--- src/rtl/spi_bridge_pkg.sv ---
package spi_bridge_pkg;

  localparam logic [31:0] MARKER_WORD = 32'hAAAAAAAA;

  typedef enum logic [1:0] {
    TX_MARKER = 2'd0,
    TX_READ   = 2'd1,
    TX_ZERO   = 2'd2
  } txSrcT;

  typedef enum logic {
    ST_HEADER = 1'b0,
    ST_DATA   = 1'b1
  } bridgeStateT;

  typedef struct packed {
    logic  loadTx;
    txSrcT txSrc;
    logic  regWrite;
  } strobeT;

  function automatic logic [31:0] cookieWord(input logic [1:0] idx);
    case (idx)
      2'd0:    return 32'h55AACAFE;
      2'd1:    return 32'h54534F48;
      2'd2:    return 32'h32544F4D;
      default: return 32'h0;
    endcase
  endfunction

endpackage

--- src/rtl/spi_bridge_regs.sv ---
module spi_bridge_regs
  import spi_bridge_pkg::*;
#(
  parameter int          NUM_REGS    = 4,
  parameter int          ADDR_W      = 16,
  parameter logic [15:0] COOKIE_BASE = 16'h0100
) (
  input  logic              clk,
  input  logic              rstN,
  input  logic [ADDR_W-1:0] addr,
  input  logic              wrEn,
  input  logic [31:0]       wrData,
  output logic [31:0]       rdData
);

  localparam int COOKIE_WORDS = 3;

  logic [31:0] bank [NUM_REGS];

  for (genvar i = 0; i < NUM_REGS; i++) begin : g_word
    always_ff @(posedge clk) begin
      if (!rstN) begin
        bank[i] <= '0;
      end else if (wrEn && addr == ADDR_W'(i)) begin
        bank[i] <= wrData;
      end
    end
  end

  logic [ADDR_W-1:0] cookieOff;
  assign cookieOff = addr - ADDR_W'(COOKIE_BASE);

  always_comb begin
    rdData = '0;
    for (int i = 0; i < NUM_REGS; i++) begin
      if (addr == ADDR_W'(i)) rdData = bank[i];
    end
    if (addr >= ADDR_W'(COOKIE_BASE) && cookieOff < ADDR_W'(COOKIE_WORDS)) begin
      rdData = cookieWord(cookieOff[1:0]);
    end
  end

  // a write aimed at the cookie leaves it unchanged on the next cycle
  assert_cookie_ro_R8: assert property (@(posedge clk) disable iff (!rstN)
    (wrEn && addr == ADDR_W'(COOKIE_BASE)) |=> (addr != ADDR_W'(COOKIE_BASE) || rdData == 32'h55AACAFE));

endmodule

--- src/rtl/spi_bridge_datapath.sv ---
module spi_bridge_datapath
  import spi_bridge_pkg::*;
#(
  parameter int TIMEOUT_CYCLES = 6250
) (
  input  logic        clk,
  input  logic        rstN,
  input  logic        spiClk,
  input  logic        spiMosi,
  input  logic        spiCsN,
  input  strobeT      strb,
  input  logic [31:0] rdData,
  output logic [31:0] rxWord,
  output logic        wordDone,
  output logic        frameTimeout,
  output logic        spiMiso
);

  localparam int              TW   = $clog2(TIMEOUT_CYCLES + 1);
  localparam logic [TW-1:0]   TLIM = TW'(TIMEOUT_CYCLES - 1);
  localparam logic [TW-1:0]   TMAX = TW'(TIMEOUT_CYCLES);

  logic [1:0]    clkSync, mosiSync, csSync;
  logic          sclkPrev;
  logic          sclkRise, sclkFall, anyEdge;
  logic [TW-1:0] idleCnt;
  logic [4:0]    bitCnt;
  logic [31:0]   rxShift, txShift;

  always_ff @(posedge clk) begin
    if (!rstN) begin
      clkSync  <= '0;
      mosiSync <= '0;
      csSync   <= 2'b11;
      sclkPrev <= 1'b0;
    end else begin
      clkSync  <= {clkSync[0], spiClk};
      mosiSync <= {mosiSync[0], spiMosi};
      csSync   <= {csSync[0], spiCsN};
      sclkPrev <= clkSync[1];
    end
  end

  assign sclkRise = clkSync[1] & ~sclkPrev & ~csSync[1];
  assign sclkFall = ~clkSync[1] & sclkPrev & ~csSync[1];
  assign anyEdge  = sclkRise | sclkFall;

  assign frameTimeout = !anyEdge && idleCnt == TLIM;
  assign wordDone     = sclkRise && bitCnt == 5'd31;
  assign rxWord       = {rxShift[30:0], mosiSync[1]};
  assign spiMiso      = txShift[31];

  always_ff @(posedge clk) begin
    if (!rstN) begin
      idleCnt <= '0;
    end else if (anyEdge) begin
      idleCnt <= '0;
    end else if (idleCnt != TMAX) begin
      idleCnt <= idleCnt + 1'b1;
    end
  end

  always_ff @(posedge clk) begin
    if (!rstN) begin
      bitCnt  <= '0;
      rxShift <= '0;
    end else if (frameTimeout) begin
      bitCnt  <= '0;
    end else if (sclkRise) begin
      bitCnt  <= bitCnt + 1'b1;
      rxShift <= rxWord;
    end
  end

  always_ff @(posedge clk) begin
    if (!rstN || frameTimeout) begin
      txShift <= MARKER_WORD;
    end else if (strb.loadTx) begin
      case (strb.txSrc)
        TX_READ: txShift <= rdData;
        TX_ZERO: txShift <= '0;
        default: txShift <= MARKER_WORD;
      endcase
    end else if (sclkFall && bitCnt != 5'd0) begin
      txShift <= {txShift[30:0], 1'b0};
    end
  end

  // the marker is ready on MISO right after a frame timeout
  assert_marker_R2: assert property (@(posedge clk) disable iff (!rstN)
    frameTimeout |=> (txShift == MARKER_WORD && bitCnt == 5'd0));

  // nothing is shifted in while the slave is deselected
  assert_cs_gate_R11: assert property (@(posedge clk) disable iff (!rstN)
    csSync[1] |=> $stable(rxShift));

  // MISO only moves on a falling edge or on a word load
  assert_miso_stable_R1: assert property (@(posedge clk) disable iff (!rstN)
    (!sclkFall && !strb.loadTx && !frameTimeout) |=> $stable(spiMiso));

endmodule

--- src/rtl/spi_bridge_ctrl.sv ---
module spi_bridge_ctrl
  import spi_bridge_pkg::*;
#(
  parameter int ADDR_W = 16,
  parameter int CNT_W  = 7
) (
  input  logic              clk,
  input  logic              rstN,
  input  logic              wordDone,
  input  logic              frameTimeout,
  input  logic [31:0]       rxWord,
  output strobeT            strb,
  output logic [ADDR_W-1:0] regAddr
);

  localparam int         ADDR_LSB = 16;
  localparam int         OP_LSB   = 12;
  localparam int         INC_BIT  = 11;
  localparam int         CNT_LSB  = 4;
  localparam logic [3:0] OP_READ  = 4'hA;
  localparam logic [3:0] OP_WRITE = 4'hB;

  bridgeStateT       state;
  logic [ADDR_W-1:0] curAddr;
  logic [CNT_W-1:0]  remaining;
  logic              autoInc, isWrite;

  logic [ADDR_W-1:0] hdrAddr;
  logic [3:0]        hdrOp;
  logic              hdrInc, hdrRead, hdrWrite, hdrValid;
  logic [CNT_W-1:0]  hdrCnt;

  assign hdrAddr  = rxWord[ADDR_LSB +: ADDR_W];
  assign hdrOp    = rxWord[OP_LSB +: 4];
  assign hdrInc   = rxWord[INC_BIT];
  assign hdrCnt   = rxWord[CNT_LSB +: CNT_W];
  assign hdrRead  = hdrOp == OP_READ;
  assign hdrWrite = hdrOp == OP_WRITE;
  assign hdrValid = (hdrRead || hdrWrite) && hdrCnt != '0;

  always_comb begin
    strb    = '0;
    regAddr = curAddr;
    if (wordDone) begin
      strb.loadTx = 1'b1;
      if (state == ST_HEADER) begin
        regAddr    = hdrAddr;
        strb.txSrc = !hdrValid ? TX_MARKER : (hdrRead ? TX_READ : TX_ZERO);
      end else begin
        strb.regWrite = isWrite;
        if (remaining == CNT_W'(1)) strb.txSrc = TX_MARKER;
        else if (isWrite)           strb.txSrc = TX_ZERO;
        else                        strb.txSrc = TX_READ;
      end
    end
  end

  always_ff @(posedge clk) begin
    if (!rstN) begin
      state     <= ST_HEADER;
      curAddr   <= '0;
      remaining <= '0;
      autoInc   <= 1'b0;
      isWrite   <= 1'b0;
    end else if (frameTimeout) begin
      state <= ST_HEADER;
    end else if (wordDone) begin
      if (state == ST_HEADER) begin
        if (hdrValid) begin
          state     <= ST_DATA;
          remaining <= hdrCnt;
          autoInc   <= hdrInc;
          isWrite   <= hdrWrite;
          curAddr   <= hdrAddr + ADDR_W'(hdrRead && hdrInc);
        end
      end else begin
        remaining <= remaining - 1'b1;
        curAddr   <= curAddr + ADDR_W'(autoInc);
        if (remaining == CNT_W'(1)) state <= ST_HEADER;
      end
    end
  end

  // a timeout always returns the bridge to header decoding
  assert_timeout_header_R3: assert property (@(posedge clk) disable iff (!rstN)
    frameTimeout |=> state == ST_HEADER);

  // the last data word ends the frame without a timeout
  assert_frame_end_R9: assert property (@(posedge clk) disable iff (!rstN)
    (wordDone && !frameTimeout && state == ST_DATA && remaining == CNT_W'(1)) |=> state == ST_HEADER);

  // the data phase never runs with an exhausted count
  assert_count_live_R4: assert property (@(posedge clk) disable iff (!rstN)
    state == ST_DATA |-> remaining != '0);

  // writes only happen inside a write frame
  assert_write_phase_R7: assert property (@(posedge clk) disable iff (!rstN)
    strb.regWrite |-> (state == ST_DATA && isWrite));

endmodule

--- src/rtl/spi_reg_bridge.sv ---
module spi_reg_bridge
  import spi_bridge_pkg::*;
#(
  parameter int TIMEOUT_CYCLES = 6250,
  parameter int NUM_REGS       = 4
) (
  input  logic clk,
  input  logic rstN,
  input  logic spiClk,
  input  logic spiMosi,
  input  logic spiCsN,
  output logic spiMiso
);

  localparam int ADDR_W = 16;
  localparam int CNT_W  = 7;

  strobeT            strb;
  logic [ADDR_W-1:0] regAddr;
  logic [31:0]       rxWord, rdData;
  logic              wordDone, frameTimeout;

  spi_bridge_datapath #(.TIMEOUT_CYCLES(TIMEOUT_CYCLES)) u_datapath (
    .clk(clk), .rstN(rstN), .spiClk(spiClk), .spiMosi(spiMosi), .spiCsN(spiCsN),
    .strb(strb), .rdData(rdData), .rxWord(rxWord), .wordDone(wordDone),
    .frameTimeout(frameTimeout), .spiMiso(spiMiso)
  );

  spi_bridge_ctrl #(.ADDR_W(ADDR_W), .CNT_W(CNT_W)) u_ctrl (
    .clk(clk), .rstN(rstN), .wordDone(wordDone), .frameTimeout(frameTimeout),
    .rxWord(rxWord), .strb(strb), .regAddr(regAddr)
  );

  spi_bridge_regs #(.NUM_REGS(NUM_REGS), .ADDR_W(ADDR_W)) u_regs (
    .clk(clk), .rstN(rstN), .addr(regAddr), .wrEn(strb.regWrite),
    .wrData(rxWord), .rdData(rdData)
  );

endmodule

--- config.mk ---
export PLATFORM = sky130hd
export DESIGN_NAME = spi_reg_bridge
export DESIGN_NICKNAME = d
export VERILOG_FILES = /design/src/rtl/spi_bridge_pkg.sv /design/src/rtl/spi_bridge_regs.sv /design/src/rtl/spi_bridge_datapath.sv /design/src/rtl/spi_bridge_ctrl.sv /design/src/rtl/spi_reg_bridge.sv
export SDC_FILE = /design/constraint.sdc
export NUM_CORES = 1
export LEC_CHECK = 0
export BUFFER_PORTS_ARGS = -buffer_cell sky130_fd_sc_hd__buf_2
export CORE_UTILIZATION = 60
export CTS_CLUSTER_SIZE = 20
export DETAILED_ROUTE_END_ITERATION = 12
export PLACE_DENSITY = 0.76
export SETUP_SLACK_MARGIN = 0.3
export SYNTH_ARGS = -nofsm -noshare
export SYNTH_HDL_FRONTEND = slang
export SYNTH_SLANG_ARGS = --single-unit
--- constraint.sdc ---
create_clock -name clk -period 9.9 [get_ports clk]
set_input_delay 0.99 -clock clk [delete_from_list [all_inputs] [get_ports clk]]
set_output_delay 0.99 -clock clk [all_outputs]
set_load 0.01 [all_outputs]
==> key figures <==
Run status
  – Status: finished, final reports clean

Final layout
  – Fill count: roughly 1,600
  – Area of the multi-input gates: around 5200 µm²
  – Layout Nets: roughly 1,200
  – Layout cells sized above 1: 0.07321
  – Storage element area: between 6000 and 7000 µm²
  – Area growth, synth to finish: 6.786%
  – ANT cells: 0

Clock tree
  – Root buffer cell: clkbuf_16
  – Clk sinks: 242
  – Setup Fix Bufs, Post-CTS: 0
  – Hold Buf Count CTS: 0
  – Clk pin slew, worst setup/hold paths: about 0.060 ns
  – Post-cts resize count: 0
  – CTS tree: done
  – Clk_lat worst skew: around 0.52 ns
  – Max Root-Sink Buffers: 3
  – CTS Buf Count: 25
  – H-tree lvl count: 1

STA
  – Slew HR: 0.4045
  – Max-slew violations: 0
  – Final worst slack: between 5 and 6 ns
  – Unrepaired setup endpoints after global routing: no
  – Final period util: 0.4461
  – Post-Route Skew: 0.01171 ns
  – Final hold violation count: 0
  – Hold WS: 0.4224 ns
  – TNS Setup: 0 ns
  – Min Tclk post-route: 4.416 ns
  – FMAX: roughly 230 MHz
  – Endpoints failing setup: 0
  – Worst-margin pin slew: ~0.89 ns

Placement
  – RD Place Congestion: ~0.86
  – IO buf count: 5
  – Detailed placement HPWL: around 18,000 µm
  – Pre-CTS WS: around 5.7 ns

Worst setup path
  – Crit. End Element: flip-flop
  – CP startpoint kind: flip-flop
  – WP data arrival: approximately 4.9 ns
  – Critical Setup Path Class: flip-flop to flip-flop
  – Worst path required time: between 10 and 15 ns
  – CP max FO: 25

Floorplanning
  – Rows: 51
  – Die width: 142.6 µm
  – Core region area: roughly 19,000 µm²
  – Die Y: around 140 µm
  – IO Pins: 6
  – Die area: 20,320 µm²
  – Initial Util: 0.6111

Routing
  – Drt wl/cell: 20.98 µm
  – DRT antenna net count: 0
  – Via Count: between 9,000 and 10,000
  – First-pass DRT Iterations: 6
  – Total Routed Length: approximately 30,000 µm
  – Iteration-0 DRC Markers: a little over 1,000
  – # DRC: 0
  – DR vias/cell: 6.353

Synth
  – Post-Syn Area: about 12,000 µm²
  – Synth warnings: 0
  – Async set-reset flop share out of synthesis: 0
  – Synth Net Count: approximately 1,200
  – Post-Synthesis Cells: between 1,000 and 1,500
  – Syn Area/Cell: 9.962 µm²
  – Number of synthesized flops with an enable pin: 128
  – Number of synthesized register bits: between 200 and 250
  – Post-synthesis cell type count: 73
  – Synth Flop Type: edfxtp_1
  – Register area share after synthesis: 0.5167

GRT
  – Vias in the first global route: 8,586
  – GRT Resource Usage Total: 0.3021
  – Total grt overflow: 0
  – Global-route wire length before repair: 47,360 µm
  – Initial antenna violation count: 0
  – Largest net degree at the start of global routing: 54

Pwr
  – Power Density: 162.6 nW/µm²
  – VDD IR max: between 0.0001 and 0.00015 V
  – Leakage Power: ~4.3 nW

Job
  – Maxcap violations: 0

Worst hold path
  – Worst Hold Class: flip-flop to flip-flop
==> path summary, 6_finish.rpt <==
path                         from                     end  slack, ns  depth (start not counted)
min reg2reg  u_datapath.csSync[0]    u_datapath.csSync[1]       0.42                          1
max reg2reg  u_datapath.bitCnt[0]  u_datapath.txShift[12]       5.48                         13
max          u_datapath.bitCnt[0]  u_datapath.txShift[12]       5.48                         13
min          u_datapath.csSync[0]    u_datapath.csSync[1]       0.42                          1
==> sequential cells by signal, indices dropped and copies added (netlist names) <==
name	cells
u_datapath.mosiSync	2
u_regs.bank	128
u_ctrl.curAddr	16
u_datapath.clkSync	2
u_ctrl.autoInc	1
u_ctrl.isWrite	1
u_datapath.txShift	32
u_datapath.bitCnt	5
u_datapath.csSync	2
u_datapath.idleCnt	13
u_ctrl.state	1
u_datapath.rxShift	31
u_ctrl.remaining	7
u_datapath.sclkPrev	1
==> cell usage after synthesis, types with 4 or more instances <==
| master | number | area share |
|---|---|---|
| edfxtp_1 | 128 | 0.32 |
| o21bai_1 | 6 | 0.0038 |
| and2_1 | 137 | 0.072 |
| a21o_1 | 7 | 0.0044 |
| and3_1 | 13 | 0.0069 |
| nor4_1 | 10 | 0.0053 |
| nor2_1 | 57 | 0.018 |
| a211oi_1 | 8 | 0.0051 |
| o21ai_0 | 32 | 0.014 |
| and4_4 | 4 | 0.0038 |
| o2111ai_1 | 12 | 0.0089 |
| a31oi_1 | 11 | 0.0058 |
| a32oi_1 | 12 | 0.0089 |
| ha_1 | 22 | 0.023 |
| clkbuf_1 | 69 | 0.022 |
| nand2_1 | 144 | 0.046 |
| buf_6 | 16 | 0.015 |
| nand3_1 | 46 | 0.019 |
| buf_2 | 6 | 0.0025 |
| inv_1 | 20 | 0.0063 |
| nand2b_1 | 5 | 0.0026 |
| o211ai_1 | 4 | 0.0025 |
| nand3b_1 | 6 | 0.0038 |
| nor3_1 | 24 | 0.010 |
| o22ai_1 | 10 | 0.0053 |
| nor2b_1 | 7 | 0.0037 |
| dfxtp_1 | 114 | 0.19 |
| o31ai_1 | 19 | 0.012 |
| nand4_1 | 13 | 0.0069 |
| o21ai_1 | 6 | 0.0025 |
| or3_1 | 10 | 0.0053 |
| a221oi_1 | 20 | 0.015 |
| xor2_1 | 16 | 0.012 |
| xnor2_1 | 11 | 0.0081 |
| buf_1 | 4 | 0.0013 |
| o221ai_1 | 4 | 0.0030 |
| a21oi_1 | 73 | 0.031 |
| o221a_2 | 4 | 0.0038 |
| a221o_1 | 14 | 0.012 |
| a22oi_1 | 15 | 0.0095 |
==> power by group <==
| group | internal, mW | switching, mW |
|---|---|---|
| sequential | 1.08 | 0.0125 |
| clock | 0.538 | 0.379 |
| combinational | 0.0137 | 0.0328 |
==> cell families after synthesis <==
family | count (synthesis) | synth area share
xor+xnor | 27 | 0.01995
flops | 242 | 0.5167
mux | 5 | 0.004433
simple gates | 493 | 0.2169
buf+inv | 119 | 0.04950
compound gates | 282 | 0.1693
fa+ha+maj | 22 | 0.02322
==> layout make-up <==
cell class              instances  area share
clock inverters                10    0.007808
repair buffers                 25     0.01384
multi-input cells             829      0.4076
clock buffers                  35     0.05475
flip-flops and latches        242      0.4839
inverters                      20    0.005930
well taps                     265     0.02619
==> cell usage in the layout, fill, tap and decap left out, drive strengths merged, types with 5 or more instances in the layout <==
master   instances
nor4            10
nand3           46
a21oi           73
edfxtp         128
a21o             7
dfxtp          114
ha              22
xor2            16
buf             25
or3             10
a32oi           12
inv             20
a22oi           15
clkbuf          35
and3            13
nor3            24
o21ai           38
nand3b           6
nor2b            7
and4             5
nand2b           5
o21bai           6
nand2          144
a31oi           12
o31ai           19
xnor2           11
a211oi           8
o2111ai         12
a221o           14
nand4           13
a221oi          21
o22ai           10
and2           138
clkinv           7
nor2            57
==> routing by layer <==
metal | part of all wire | GRT usage
met3 | 0.089 | 0.05283
met5 | 0 | 0
met1 | 0.42 | 0.4070
met2 | 0.47 | 0.4954
met4 | 0.025 | 0.09677
==> worst max-delay path, stage by stage, from the launching register on <==
cell and delay (ns):
dfxtp_1 0.38, ha_1 0.18, and3_1 0.16, ha_1 0.27
nor2b_1 0.45, nand2_1 0.19, mux2i_1 0.61, inv_1 0.21
ha_1 0.27, nor2b_2 0.28, buf_4 0.40, a221oi_1 0.15
o31ai_1 0.53, a41o_1 0.26
==> stage by stage <==
step,utilization,power [mW],cells,cell area [µm²]
3_3_place_gp,0.6118,1.162,1381,11870
4_1_cts,0.6526,2.065,1426,12660
6_report,0.6526,2.059,1426,12660
2_1_floorplan,-,1.142,1190,11860
5_1_grt,0.6526,2.112,1426,12660
3_5_place_dp,0.6118,1.163,1381,11870
Note: power is estimated with default switching activity, not from simulation.
